File: src/rtl/coso_dig_pkg.sv
package coso_dig_pkg;

    typedef enum logic [1:0] {
        ST_IDLE  = 2'd0,
        ST_ARM   = 2'd1,
        ST_COUNT = 2'd2
    } dig_state_t;

    typedef enum logic [1:0] {
        CNT_CLEAR = 2'd0,
        CNT_START = 2'd1,
        CNT_STEP  = 2'd2
    } cnt_op_t;

endpackage

File: src/rtl/coso_beat_sampler.sv
module coso_beat_sampler (
    input  logic clk,
    input  logic rst_n,
    input  logic osc_in,
    output logic beat,
    output logic beat_rise
);

    logic sample_q;
    logic hist_q;

    // sampling flop: the beat signal itself
    always_ff @(posedge clk or negedge rst_n) begin
        if (!rst_n) begin
            sample_q <= 1'b0;
            hist_q   <= 1'b0;
        end else begin
            sample_q <= osc_in;
            hist_q   <= sample_q;
        end
    end

    assign beat      = sample_q;
    assign beat_rise = sample_q & ~hist_q;

endmodule

File: src/rtl/coso_sat_counter.sv
module coso_sat_counter
    import coso_dig_pkg::*;
#(
    parameter int CNT_W = 8
) (
    input  logic             clk,
    input  logic             rst_n,
    input  cnt_op_t          op,
    output logic [CNT_W-1:0] value
);

    localparam logic [CNT_W-1:0] CNT_MAX = {CNT_W{1'b1}};
    localparam logic [CNT_W-1:0] CNT_ONE = {{(CNT_W-1){1'b0}}, 1'b1};

    always_ff @(posedge clk or negedge rst_n) begin
        if (!rst_n) begin
            value <= '0;
        end else begin
            unique case (op)
                CNT_CLEAR: value <= '0;
                CNT_START: value <= CNT_ONE;
                CNT_STEP:  value <= (value == CNT_MAX) ? value : value + CNT_ONE;
                default:   value <= value;
            endcase
        end
    end

endmodule

File: src/rtl/coso_handoff.sv
module coso_handoff #(
    parameter int CNT_W = 8
) (
    input  logic             clk,
    input  logic             rst_n,
    input  logic             flush,
    input  logic             capture,
    input  logic [CNT_W-1:0] cnt_in,
    input  logic             ack,
    output logic             req,
    output logic [CNT_W-1:0] data
);

    always_ff @(posedge clk or negedge rst_n) begin
        if (!rst_n) begin
            req  <= 1'b0;
            data <= '0;
        end else if (flush) begin
            req <= 1'b0;
        end else if (req) begin
            // pending: new captures are dropped
            if (ack) begin
                req <= 1'b0;
            end
        end else if (capture) begin
            data <= cnt_in;
            req  <= 1'b1;
        end
    end

endmodule

File: src/rtl/coso_beat_digitizer.sv
module coso_beat_digitizer
    import coso_dig_pkg::*;
#(
    parameter int CNT_W = 8
) (
    input  logic             clk,
    input  logic             rst_n,
    input  logic             en,
    input  logic             osc_in,
    input  logic             ack,
    output logic             req,
    output logic [CNT_W-1:0] count,
    output logic             rnd_bit
);

    dig_state_t       state_q;
    dig_state_t       state_d;
    cnt_op_t          cnt_op;
    logic             capture;
    logic             beat;
    logic             beat_rise;
    logic [CNT_W-1:0] cnt_q;

    coso_beat_sampler u_sampler (
        .clk       (clk),
        .rst_n     (rst_n),
        .osc_in    (osc_in),
        .beat      (beat),
        .beat_rise (beat_rise)
    );

    coso_sat_counter #(.CNT_W(CNT_W)) u_counter (
        .clk   (clk),
        .rst_n (rst_n),
        .op    (cnt_op),
        .value (cnt_q)
    );

    coso_handoff #(.CNT_W(CNT_W)) u_handoff (
        .clk     (clk),
        .rst_n   (rst_n),
        .flush   (~en),
        .capture (capture),
        .cnt_in  (cnt_q),
        .ack     (ack),
        .req     (req),
        .data    (count)
    );

    assign rnd_bit = count[0];

    always_ff @(posedge clk or negedge rst_n) begin
        if (!rst_n) begin
            state_q <= ST_IDLE;
        end else begin
            state_q <= state_d;
        end
    end

    // next state
    always_comb begin
        state_d = state_q;
        unique case (state_q)
            ST_IDLE:  if (en) state_d = ST_ARM;
            ST_ARM: begin
                if (!en)            state_d = ST_IDLE;
                else if (beat_rise) state_d = ST_COUNT;
            end
            ST_COUNT: if (!en) state_d = ST_IDLE;
            default:  state_d = ST_IDLE;
        endcase
    end

    // outputs to counter and handoff
    always_comb begin
        cnt_op  = CNT_CLEAR;
        capture = 1'b0;
        unique case (state_q)
            ST_IDLE: cnt_op = CNT_CLEAR;
            ST_ARM:  cnt_op = (en && beat_rise) ? CNT_START : CNT_CLEAR;
            ST_COUNT: begin
                if (!en) begin
                    cnt_op = CNT_CLEAR;
                end else if (beat_rise) begin
                    cnt_op  = CNT_START;
                    capture = 1'b1;
                end else begin
                    cnt_op = CNT_STEP;
                end
            end
            default: cnt_op = CNT_CLEAR;
        endcase
    end

endmodule

File: config.mk
export PLATFORM = sky130hd
export DESIGN_NAME = coso_beat_digitizer
export DESIGN_NICKNAME = d
export VERILOG_FILES = /design/src/rtl/coso_dig_pkg.sv /design/src/rtl/coso_beat_sampler.sv /design/src/rtl/coso_sat_counter.sv /design/src/rtl/coso_handoff.sv /design/src/rtl/coso_beat_digitizer.sv
export SDC_FILE = /design/constraint.sdc
export NUM_CORES = 1
export LEC_CHECK = 0
export BUFFER_PORTS_ARGS = -buffer_cell sky130_fd_sc_hd__buf_2
export CORE_UTILIZATION = 55
export CTS_CLUSTER_DIAMETER = 120
export DETAILED_ROUTE_END_ITERATION = 10
export PLACE_DENSITY = 0.76
export SLEW_MARGIN = 20
export SYNTH_ARGS = -nofsm -noshare
export SYNTH_HDL_FRONTEND = slang
export SYNTH_HIERARCHICAL = 1
export SYNTH_SLANG_ARGS = --single-unit
File: constraint.sdc
create_clock -name clk -period 2.2 [get_ports clk]
set_input_delay 0.22 -clock clk [delete_from_list [all_inputs] [get_ports clk]]
set_output_delay 0.22 -clock clk [all_outputs]
set_load 0.005 [all_outputs]
==> metrics.csv, run 1 <==
stage,metric,value,unit
timing,slew at the pin with the worst max-slew slack,0.470,ns
final_layout,total of fill cells in the finished design,150,
placement,count of port buffers added during placement,14,
global_routing,vias in the first global route,753,
pwr,power share of the clock group,23.2,%
placement,placed cell count,141,
critical_path,slowest cell delay on critical path,0.48,ns
pwr,sw frac,28.8,%
floorplanning,Initial Utilization,58.7,%
critical_path,Critical-path top delay cell,sky130_fd_sc_hd__or4_1,
worst_hold_path,Hold Crit Start,ack,
yosys,combinational family with the most area after synthesis,simple AND/OR/NAND/NOR gates,
global_routing,antenna violations before repair,0,
pwr,Leakage Power,0.617,nW
flow_run,number of maximum-capacitance violations,0,
placement,Detailed Place HPWL,1.51,mm
run_status,run status,finished clean,
clocking,depth of the CTS H-tree,1,
clocking,Clock Sink Count,21,
floorplanning,area of the die,2280,um2
floorplanning,number of rows created at floorplan,16,
worst_hold_path,type of the worst min-delay path,in -> reg,
timing,count of final hold-check violations,0,
timing,share of the clock period used by the worst path,95.3,%
critical_path,CP Data Required Time,2.43,ns
yosys,top cell types by occurrence after synthesis,"sky130_fd_sc_hd__dfrtp_1 (21), sky130_fd_sc_hd__inv_1 (13), sky130_fd_sc_hd__ha_1 (8), sky130_fd_sc_hd__mux2_2 (8)",
final_layout,final net count,135,
yosys,Synth Area per Inst,11.3,um2
routing,DRC violation count after routing,0,
pwr,Max IR drop VDD,0.000448,V
critical_path,register-to-register setup slack,0.10,ns
yosys,Post-Synth Simple-Gate Area,15.4,%
yosys,cell type with the largest total area after synthesis,sky130_fd_sc_hd__dfrtp_1,
timing,Max Transition Viols Final,0,
yosys,number of instances in the synthesized netlist,102,
routing,number of detailed-routing iterations run before antenna repair,4,
placement,post-place setup slack,0.0388,ns
global_routing,aggregate global-route resource usage,21.2,%
critical_path,"Max FO, Critical Path",5,
yosys,flip-flop and latch count after synthesis,21,
critical_path,endpoint of the most critical register-to-register path,u_counter/value[6],
critical_path,reg-to-reg startpoint,state_q[1],
yosys,synthesis warning total,6,
critical_path,Worst setup SP type,register,
yosys,xor/xnor share of the synthesized area,0,%
routing,Via Count,856,
timing,final critical-path required period,2.10,ns
yosys,Synth area leaders,"sky130_fd_sc_hd__dfrtp_1 (46%), sky130_fd_sc_hd__ha_1 (8.7%), sky130_fd_sc_hd__mux2_2 (7.8%)",
pwr,share of total power in sequential cells,52.4,%
yosys,mapped cell area,1150,um2
placement,placer's final routability congestion estimate,0.822,
final_layout,number of antenna cells inserted,0,
final_layout,layout cell share with drive strength beyond 1,35.5,%
clocking,number of buffers created by CTS,3,
yosys,most repeated cell in the gate-level netlist after synthesis,sky130_fd_sc_hd__dfrtp_1,
final_layout,Layout Cells excl Fill,148,
yosys,number of nets in the synthesized netlist,115,
clocking,Max Buffers Root-to-Sink,2,
floorplanning,Chip Width,47.8,um
floorplanning,Core Box Area,1960,um2
yosys,fraction of registers with async set or reset after synthesis,100,%
timing,Clock Skew,0.00453,ns
critical_path,number of cells on the worst reg-to-reg path,8,
critical_path,"critical path, cell by cell","inv_1, ha_1, o2111a_1, inv_2, ha_4, nand2_2, or4_1, o211ai_1",
timing,highest clock frequency the design can meet,477,MHz
pwr,reported net switching power,0.228,mW
worst_hold_path,Min-Delay Endpoint,u_handoff/req,
routing,"antenna viol nets, final",0,
clocking,source-to-sink clock delay at the later pin of the worst-skew pair,0.30,ns
clocking,CTS tree,built,
global_routing,overflow left after global routing,0,
critical_path,arrival time worst endpoint,2.32,ns
clocking,clock root cell,sky130_fd_sc_hd__clkbuf_4,
timing,least setup slack across all paths after layout,0.102,ns
critical_path,Buf/Inv on CP,2,
pwr,combinational group share of total power,24.4,%
timing,number of setup violations in the final report,0,
critical_path,cell type group with the largest total delay on the critical path,adder cells,
yosys,sequential element share of the synthesized area,45.6,%
yosys,area share of the largest cell type after synthesis,45.6,%
yosys,"synthesized-area fraction occupied by ao, oa, aoi and oai cells",14.2,%
yosys,Netlist cell types,36,
critical_path,classification of the worst setup path,reg -> reg,
yosys,top flip-flop cell by instance count after synthesis,sky130_fd_sc_hd__dfrtp_1,
routing,wire length per cell after detailed routing,14.7,um
pwr,Pint,0.565,mW
timing,Max-slew headroom,68.6,%
routing,routed vias/inst,5.78,
yosys,post-synthesis adder-cell area fraction,8.69,%
pwr,power per unit of standard cell area,592,nW/um2
critical_path,CP Capture Type,register,
floorplanning,die extent in y,47.8,um
routing,wire length reported by the detailed router,2.18,mm
yosys,number of enable-type register cells in the synthesized netlist,0,
global_routing,global-route wire length before repair,3.31,mm
critical_path,stages on the worst setup path,8,
floorplanning,Top-Level Pins,15,
worst_hold_path,number of cells traversed by the worst hold path,2,
routing,DRC marker count from the first detailed-route iteration,22,
final_layout,post-synthesis to final-layout area growth,16.3,%
yosys,share of synthesized area spent on multiplexers,9.66,%
clocking,clk slew on worst S/H paths,0.11,ns
global_routing,largest net degree at the start of global routing,22,
-- routing by layer --
| layer | GRT usage [%] | vias to the layer above | routed length (um) |
|---|---|---|---|
| li1 | - | 411 | - |
| met1 | 28.1 | 421 | 991 |
| met2 | 34.6 | 20 | 1080 |
| met3 | 3.40 | 4 | 81 |
| met4 | 8.33 | 0 | 25 |
| met5 | 0 | - | 0 |
-- how the worst max path moves through the flow --
| stage | start | to |
|---|---|---|
| detailed placement | state_q[1] | u_counter/value[6] |
| CTS | state_q[1] | u_counter/value[6] |
| finish | state_q[1] | u_counter/value[6] |
| global route | state_q[1] | u_counter/value[6] |
| floorplan | state_q[1] | u_counter/value[6] |
| global placement | state_q[1] | u_counter/value[6] |
-- stage by stage --
step           util, %  hold slack (ns)  TNS, ns  power, mW  area (um2)
6_report          68.3           0.0825        0      0.794        1340
5_1_grt           68.3           0.0891  -0.0203      0.852        1340
4_1_cts           65.4           0.0114        0      0.768        1280
3_5_place_dp      63.5            0.196        0      0.585        1250
3_3_place_gp      63.5            0.193        0      0.574        1250
2_1_floorplan        -          -0.0756        0      0.541        1150
-- final cells by class --
class	count	area, um2	share of cell area (%)
Clock buffer	4	26.3	1.96
Multi-Input combinational cell	64	593	44.3
Tap cell	27	33.8	2.52
Timing Repair Buffer	19	113	8.40
Inverter	13	48.8	3.64
Sequential cell	21	526	39.2
-- flip-flops by register name, summed over array words and instances (netlist names) --
signal            flops
u_counter/value       8
u_handoff/data        8
state_q               2
u_handoff/req         1
u_sampler/beat        1
u_sampler/hist_q      1
-- power groups by stage --
stage	sequential [mW]	combinational, mW	clock, mW
after floorplan	0.421	0.120	0
after global placement	0.422	0.152	0
after detailed placement	0.424	0.160	0
after CTS	0.416	0.162	0.190
after global routing	0.420	0.222	0.210
final	0.416	0.194	0.184
-- cell families after synthesis --
logic type | count (synthesis)
AOI/OAI and AO/OA | 21
adders and majority gates | 8
and+or+nand+nor | 25
muxes | 10
buffers and inverters | 17
DFF | 21
-- cells in the final DEF (no fill, tap or decap), types with 2 or more instances in the layout --
cell,count
sky130_fd_sc_hd__o211ai_1,2
sky130_fd_sc_hd__inv_1,12
sky130_fd_sc_hd__or4_1,2
sky130_fd_sc_hd__nand2b_1,2
sky130_fd_sc_hd__buf_2,14
sky130_fd_sc_hd__dfrtp_1,21
sky130_fd_sc_hd__ha_1,4
sky130_fd_sc_hd__ha_2,2
sky130_fd_sc_hd__nor2b_1,2
sky130_fd_sc_hd__and3_1,2
sky130_fd_sc_hd__buf_4,3
sky130_fd_sc_hd__mux2_2,8
sky130_fd_sc_hd__dlygate4sd3_1,2
sky130_fd_sc_hd__nand4_1,3
sky130_fd_sc_hd__o221ai_1,2
sky130_fd_sc_hd__nand3_1,2
sky130_fd_sc_hd__o21ai_0,4
sky130_fd_sc_hd__ha_4,2
sky130_fd_sc_hd__nand2_1,3
sky130_fd_sc_hd__clkbuf_4,3
sky130_fd_sc_hd__o2111ai_1,3
-- what timing repair did --
item	CTS	global route
hold endpoints to repair	21	1
setup endpoints to repair	0	8
gates resized for setup	0	9
buffers inserted	0	1
hold buffers	1	1
(Power assumes the default switching activity.)
==> inputs of run 2 (changes only) <==
--- a/config.mk
+++ b/config.mk
@@ -6,12 +6,11 @@
 export NUM_CORES = 1
 export LEC_CHECK = 0
 export BUFFER_PORTS_ARGS = -buffer_cell sky130_fd_sc_hd__buf_2
-export CORE_UTILIZATION = 55
+export CORE_UTILIZATION = 40
 export CTS_CLUSTER_DIAMETER = 120
 export DETAILED_ROUTE_END_ITERATION = 10
-export PLACE_DENSITY = 0.76
+export PLACE_DENSITY = 0.59
 export SLEW_MARGIN = 20
 export SYNTH_ARGS = -nofsm -noshare
 export SYNTH_HDL_FRONTEND = slang
-export SYNTH_HIERARCHICAL = 1
 export SYNTH_SLANG_ARGS = --single-unit
==> run 2 against run 1 <==
Critical path depth is 2 higher. Sequential share of layout area is 1.7 points higher. Non-clock buffer count stayed put. Clock-buffer cell count is 1 lower. Global-route usage is 6.2 points lower. Synthesized cell count is 3.9% higher. Highest routed layer unchanged.
==> metrics.csv, run 2 <==
stage,metric,value,unit
critical_path,reg-to-reg startpoint,state_q[1],
routing,wire length per cell after detailed routing,13.0,um
routing,"antenna viol nets, final",0,
yosys,sequential element share of the synthesized area,47.5,%
critical_path,Worst setup SP type,register,
yosys,Synth area leaders,"sky130_fd_sc_hd__dfrtp_1 (48%), sky130_fd_sc_hd__ha_1 (7.9%), sky130_fd_sc_hd__mux2_2 (6.1%)",
yosys,number of enable-type register cells in the synthesized netlist,0,
pwr,Max IR drop VDD,0.000301,V
global_routing,antenna violations before repair,0,
routing,Via Count,818,
routing,number of detailed-routing iterations run before antenna repair,4,
routing,WL met3,57,um
final_layout,final cell utilization of the core,50.4,%
critical_path,register-to-register setup slack,0.11,ns
global_routing,vias in the first global route,680,
timing,number of setup violations in the final report,0,
final_layout,"most common cell after layout, fill and taps aside",sky130_fd_sc_hd__dfrtp_1,
clocking,clk slew on worst S/H paths,0.12,ns
placement,count of port buffers added during placement,14,
timing,Max Transition Viols Final,0,
critical_path,classification of the worst setup path,reg -> reg,
global_routing,aggregate global-route resource usage,15.0,%
final_layout,"leading cell types in the layout, fill and taps excluded","sky130_fd_sc_hd__dfrtp_1 (21), sky130_fd_sc_hd__buf_2 (14), sky130_fd_sc_hd__nand2_1 (11)",
yosys,cell type with the largest total area after synthesis,sky130_fd_sc_hd__dfrtp_1,
floorplanning,number of rows created at floorplan,18,
pwr,Leakage Power,0.641,nW
floorplanning,Top-Level Pins,15,
pwr,total power,0.744,mW
final_layout,number of antenna cells inserted,0,
final_layout,fin area,1280,um2
critical_path,critical path startpoint,state_q[1],
yosys,top flip-flop cell by instance count after synthesis,sky130_fd_sc_hd__dfrtp_1,
critical_path,Critical-path top delay cell,sky130_fd_sc_hd__dfrtp_1,
yosys,fraction of registers with async set or reset after synthesis,100,%
global_routing,global-route wire length before repair,3.09,mm
routing,Top Metal Used,met4,
timing,count of final hold-check violations,0,
yosys,top cell types by occurrence after synthesis,"sky130_fd_sc_hd__dfrtp_1 (21), sky130_fd_sc_hd__nand2_1 (11), sky130_fd_sc_hd__o21ai_0 (10)",
yosys,number of instances in the synthesized netlist,106,
final_layout,final net count,138,
placement,Detailed Place HPWL,1.37,mm
critical_path,arrival time worst endpoint,2.28,ns
placement,placement-stage cell area,1160,um2
timing,final critical-path required period,2.09,ns
clocking,Clock Sink Count,21,
routing,total routed wire length on the met1 layer,1.03,mm
critical_path,stages on the worst setup path,10,
timing,slew at the pin with the worst max-slew slack,0.455,ns
timing,highest clock frequency the design can meet,479,MHz
yosys,number of nets in the synthesized netlist,118,
critical_path,endpoint of the most critical register-to-register path,u_counter.value[3],
yosys,area share of the largest cell type after synthesis,47.5,%
clocking,CTS tree,built,
run_status,run status,finished clean,
yosys,flip-flop and latch count after synthesis,21,
critical_path,slowest cell delay on critical path,0.41,ns
yosys,synthesis warning total,0,
floorplanning,area of the die,2980,um2
yosys,mapped cell area,1110,um2
critical_path,CP Data Required Time,2.39,ns
global_routing,overflow left after global routing,0,
routing,DRC violation count after routing,0,
critical_path,Buf/Inv on CP,2,
critical_path,"Max FO, Critical Path",5,
final_layout,registers with the highest flip-flop counts,"u_counter.value (8), u_handoff.data (8), state_q (2)",
global_routing,largest net degree at the start of global routing,22,
critical_path,"critical path, cell by cell","inv_1, ha_1, nand2_1, nor2_1, o21ai_1, ha_2, nor2_2, o211a_2, buf_4, a221o_1",
critical_path,cell type group with the largest total delay on the critical path,adder cells,
timing,Max-slew headroom,69.6,%
clocking,depth of the CTS H-tree,1,
clocking,Max Buffers Root-to-Sink,2,
flow_run,number of maximum-capacitance violations,0,
yosys,most repeated cell in the gate-level netlist after synthesis,sky130_fd_sc_hd__dfrtp_1,
routing,wire length reported by the detailed router,2.01,mm
yosys,Synth Area per Inst,10.4,um2
yosys,Netlist cell types,30,
placement,placer's final routability congestion estimate,0.757,
critical_path,CP Capture Type,register,
final_layout,post-synthesis to final-layout area growth,16.1,%
floorplanning,Initial Utilization,43.5,%
clocking,number of buffers created by CTS,3,
floorplanning,Core Box Area,2540,um2
clocking,clock root cell,sky130_fd_sc_hd__clkbuf_4,
worst_hold_path,type of the worst min-delay path,in -> reg,
floorplanning,Chip Width,54.6,um
routing,routed vias/inst,5.28,
timing,share of the clock period used by the worst path,94.8,%
critical_path,Setup crit end,u_counter.value[3],
routing,met2 wire length,888,um
routing,DRC marker count from the first detailed-route iteration,13,
final_layout,layout cell share with drive strength beyond 1,31.2,%
timing,Clock Skew,0.00803,ns
pwr,power per unit of standard cell area,579,nW/um2
critical_path,number of cells on the worst reg-to-reg path,10,
clocking,source-to-sink clock delay at the later pin of the worst-skew pair,0.30,ns
timing,post-route worst hold slack,0.0893,ns
floorplanning,die extent in y,54.6,um
==> run 2: routing by layer <==
layer,GRT usage (%),vias up
met4,7.69,0
li1,-,415
met5,0,-
met2,22.1,16
met3,2.50,4
met1,20.9,383
==> run 2: worst min path at each step <==
stage / endpoint / slack (ns) / from / cells after the start
after detailed placement: u_handoff.req / 0.20 / rst_n / 1
final: u_handoff.req / 0.09 / ack / 2
after floorplan: state_q[0] / -0.08 / rst_n / 0
after global placement: u_handoff.req / 0.20 / rst_n / 1
after global routing: u_handoff.req / 0.07 / ack / 2
after CTS: u_handoff.req / 0.07 / ack / 2
==> run 2: worst reg2reg max path, stage by stage, from the launching register on <==
cell and delay (ns):
sky130_fd_sc_hd__dfrtp_1 0.41, sky130_fd_sc_hd__inv_1 0.07, sky130_fd_sc_hd__ha_1 0.29, sky130_fd_sc_hd__nand2_1 0.05, sky130_fd_sc_hd__nor2_1 0.07, sky130_fd_sc_hd__o21ai_1 0.09, sky130_fd_sc_hd__ha_2 0.34, sky130_fd_sc_hd__nor2_2 0.06
sky130_fd_sc_hd__o211a_2 0.17, sky130_fd_sc_hd__buf_4 0.14, sky130_fd_sc_hd__a221o_1 0.30
==> run 2: area by class of cell <==
type	count	area, um2
Clock buffer	3	22.5
Clock inverter	1	5.00
Fill cell	213	1260
Inverter	6	22.5
Multi-Input combinational cell	75	558
Sequential cell	21	526
Tap cell	30	37.5
Timing Repair Buffer	19	113
==> run 2: cell families (layout without fill, tap and decap cells) <==
kind of cell / count (synthesis) / after routing / synth area share (%)
and+or+nand+nor: 35 / 35 / 17.1
AOI/OAI and AO/OA: 25 / 26 / 14.0
DFF: 21 / 21 / 47.5
buffers and inverters: 11 / 29 / 6.45
adders and majority gates: 7 / 7 / 7.92
muxes: 7 / 7 / 7.01
==> run 2: repair_timing <==
action	in CTS	in global routing
hold endpoints to repair	22	0
buffers inserted	0	3
hold buffers	2	0
pin swaps	0	1
gates resized for setup	1	10
setup endpoints to repair	1	7
cloned	0	1
==> run 2: report_power, final <==
group          total [mW]  switching (mW)  internal, mW
combinational       0.149          0.0849        0.0645
clock               0.181           0.113        0.0678
sequential          0.413          0.0115         0.402
==> run 2: per-stage QoR <==
stage	TNS (ns)	instances	setup WS, ns
global placement	0	145	0.0604
floorplan	0	106	0.281
CTS	0	151	0.0276
global route	-0.0431	155	-0.0241
finish	0	155	0.114
detailed placement	-0.00426	145	-0.00426
==> inputs of run 3 (changes only) <==
--- a/config.mk
+++ b/config.mk
@@ -9,7 +9,7 @@
 export CORE_UTILIZATION = 40
 export CTS_CLUSTER_DIAMETER = 120
 export DETAILED_ROUTE_END_ITERATION = 10
-export PLACE_DENSITY = 0.59
+export PLACE_DENSITY = 0.61
 export SLEW_MARGIN = 20
 export SYNTH_ARGS = -nofsm -noshare
 export SYNTH_HDL_FRONTEND = slang
==> constraint.sdc (replaced) <==
create_clock -name clk -period 1.8 [get_ports clk]
set_input_delay 0.18 -clock clk [delete_from_list [all_inputs] [get_ports clk]]
set_output_delay 0.18 -clock clk [all_outputs]
set_load 0.005 [all_outputs]
==> run 3 against run 2 <==
The flow now finishes with violations (setup timing). Cell area increased by 9.8%. Die area stayed put. Combinational power grew 90%. Sequential share of layout area decreased by 3.7 points. Maximum frequency grew 1.3%. Core utilization up 5.0 points. Largest power group unchanged. Highest routed layer unchanged.
==> metrics.csv, run 3 (synthesis gave the netlist of run 2 again) <==
stage,metric,value,unit
run_status,run status,finished with violations,
run_status,violated checks,setup timing,
critical_path,endpoint of the most critical register-to-register path,u_counter.value[4],
global_routing,aggregate global-route resource usage,17.9,%
worst_hold_path,Min-Delay Endpoint,u_handoff.req,
floorplanning,Top-Level Pins,15,
critical_path,Worst setup SP type,register,
global_routing,global-route wire length before repair,3.62,mm
routing,DRC violation count after routing,0,
timing,RSZ-0062 raised after global routing,true,
critical_path,reg-to-reg startpoint,state_q[1],
final_layout,registers with the highest flip-flop counts,"u_counter.value (8), u_handoff.data (8), state_q (2)",
clocking,source-to-sink clock delay at the later pin of the worst-skew pair,0.31,ns
clocking,depth of the CTS H-tree,1,
pwr,share of total power in sequential cells,49.5,%
critical_path,Buf/Inv on CP,2,
critical_path,Critical-path top delay cell,sky130_fd_sc_hd__dfrtp_1,
timing,final critical-path required period,2.06,ns
worst_hold_path,number of cells traversed by the worst hold path,2,
placement,Detailed Place HPWL,1.52,mm
global_routing,global routing met1 resource utilization,21.7,%
pwr,Leakage Power,0.722,nW
routing,DRC marker count from the first detailed-route iteration,12,
floorplanning,area of the die,2980,um2
timing,Max Transition Viols Final,0,
pwr,sw frac,28.8,%
clocking,CTS tree,built,
global_routing,vias in the first global route,825,
global_routing,antenna violations before repair,0,
timing,sum of negative setup slack,-1.57,ns
timing,count of final hold-check violations,0,
final_layout,number of antenna cells inserted,0,
worst_hold_path,type of the worst min-delay path,in -> reg,
floorplanning,Chip Width,54.6,um
clocking,Max Buffers Root-to-Sink,2,
placement,post-place setup slack,-0.246,ns
pwr,power share of the clock group,22.6,%
final_layout,Layout Cells excl Fill,168,
timing,slew at the pin with the worst max-slew slack,0.471,ns
floorplanning,die extent in y,54.6,um
final_layout,post-synthesis to final-layout area growth,27.5,%
timing,share of the clock period used by the worst path,114,%
timing,highest clock frequency the design can meet,485,MHz
final_layout,final cell utilization of the core,55.4,%
timing,number of setup violations in the final report,7,
routing,routed vias/inst,5.35,
global_routing,met2 track utilization from global routing,28.5,%
routing,wire length per cell after detailed routing,13.8,um
critical_path,CP Capture Type,register,
final_layout,final net count,151,
placement,placer's final routability congestion estimate,0.804,
flow_run,number of maximum-capacitance violations,0,
floorplanning,Initial Utilization,43.5,%
final_layout,"leading cell types in the layout, fill and taps excluded","sky130_fd_sc_hd__dfrtp_1 (21), sky130_fd_sc_hd__buf_2 (14), sky130_fd_sc_hd__buf_4 (13)",
floorplanning,number of rows created at floorplan,18,
critical_path,cell type group with the largest total delay on the critical path,adder cells,
critical_path,arrival time worst endpoint,2.30,ns
global_routing,largest net degree at the start of global routing,22,
clocking,clock root cell,sky130_fd_sc_hd__clkbuf_4,
routing,number of detailed-routing iterations run before antenna repair,4,
routing,wire length reported by the detailed router,2.33,mm
global_routing,grt peak-use layer,met2,
pwr,power per unit of standard cell area,721,nW/um2
timing,least setup slack across all paths after layout,-0.260,ns
critical_path,CP Data Required Time,2.04,ns
global_routing,met3 demand-to-capacity share in global routing,3.89,%
placement,count of port buffers added during placement,14,
pwr,reported net switching power,0.293,mW
critical_path,register-to-register setup slack,-0.26,ns
timing,Max-slew headroom,68.6,%
critical_path,slowest cell delay on critical path,0.38,ns
critical_path,"Max FO, Critical Path",6,
clocking,clk slew on worst S/H paths,0.11,ns
worst_hold_path,Hold Crit Start,ack,
global_routing,overflow left after global routing,0,
pwr,combinational group share of total power,27.9,%
routing,Via Count,899,
timing,Clock Skew,0.00169,ns
critical_path,number of cells on the worst reg-to-reg path,11,
critical_path,"critical path, cell by cell","inv_2, ha_4, nand2_2, nor2_2, o21ai_2, ha_1, nor2_1, o211a_1, buf_6, a21oi_2, mux2i_1",
floorplanning,Core Box Area,2540,um2
pwr,Pint,0.723,mW
pwr,Max IR drop VDD,0.000554,V
placement,placed cell count,159,
clocking,number of buffers created by CTS,3,
final_layout,layout cell share with drive strength beyond 1,43.5,%
clocking,Clock Sink Count,21,
final_layout,"most common cell after layout, fill and taps aside",sky130_fd_sc_hd__dfrtp_1,
routing,"antenna viol nets, final",0,
critical_path,classification of the worst setup path,reg -> reg,
[run 3: worst reg2reg max path: stages (launching register included)]
cell and delay, ns:
sky130_fd_sc_hd__dfrtp_1 0.38, sky130_fd_sc_hd__inv_2 0.06, sky130_fd_sc_hd__ha_4 0.26, sky130_fd_sc_hd__nand2_2 0.05, sky130_fd_sc_hd__nor2_2 0.12, sky130_fd_sc_hd__o21ai_2 0.07, sky130_fd_sc_hd__ha_1 0.29, sky130_fd_sc_hd__nor2_1 0.11
sky130_fd_sc_hd__o211a_1 0.31, sky130_fd_sc_hd__buf_6 0.16, sky130_fd_sc_hd__a21oi_2 0.05, sky130_fd_sc_hd__mux2i_1 0.13
[run 3: what timing repair did]
action / CTS / global route
pin swaps: 9 / 7
gates resized for setup: 10 / 9
hold endpoints to repair: 22 / 0
endpoints found under the setup margin: 7 / 8
hold buffers: 2 / 0
setup buffers: 2 / 1
[run 3: layout make-up]
type / instances / area [um2]
Timing Repair Buffer: 33 / 233
Tap cell: 30 / 37.5
Multi-Input combinational cell: 74 / 566
Fill cell: 225 / 1130
Inverter: 6 / 22.5
Sequential cell: 21 / 526
Clock buffer: 4 / 26.3
[run 3: stage by stage]
stage          hold WS [ns]  power, mW  cell area [um2]
2_1_floorplan        -0.116      0.639             1120
6_report             0.0422       1.02             1410
4_1_cts              0.0424      0.970             1370
5_1_grt              0.0425       1.08             1410
3_5_place_dp          0.167      0.730             1280
3_3_place_gp          0.158      0.725             1280
[run 3: power by group through the flow]
stage,combinational [mW],sequential (mW),clock (mW)
6_report,0.283,0.504,0.230
5_1_grt,0.321,0.505,0.253
4_1_cts,0.233,0.503,0.234
3_5_place_dp,0.219,0.511,0
3_3_place_gp,0.214,0.510,0
2_1_floorplan,0.128,0.511,0
[run 3: layer usage]
layer,vias up,wire (um)
li1,440,-
met1,427,1030
met2,22,1140
met3,10,74
met4,0,85
met5,-,0
[run 3: how the worst max path moves through the flow]
stage                     from                 end  cells after the start
detailed placement  state_q[1]  u_counter.value[3]                     10
global route        state_q[1]  u_counter.value[7]                     11
finish              state_q[1]  u_counter.value[4]                     11
global placement    state_q[1]  u_counter.value[3]                     10
CTS                 state_q[1]  u_counter.value[3]                     10
floorplan           state_q[1]  u_counter.value[3]                     10
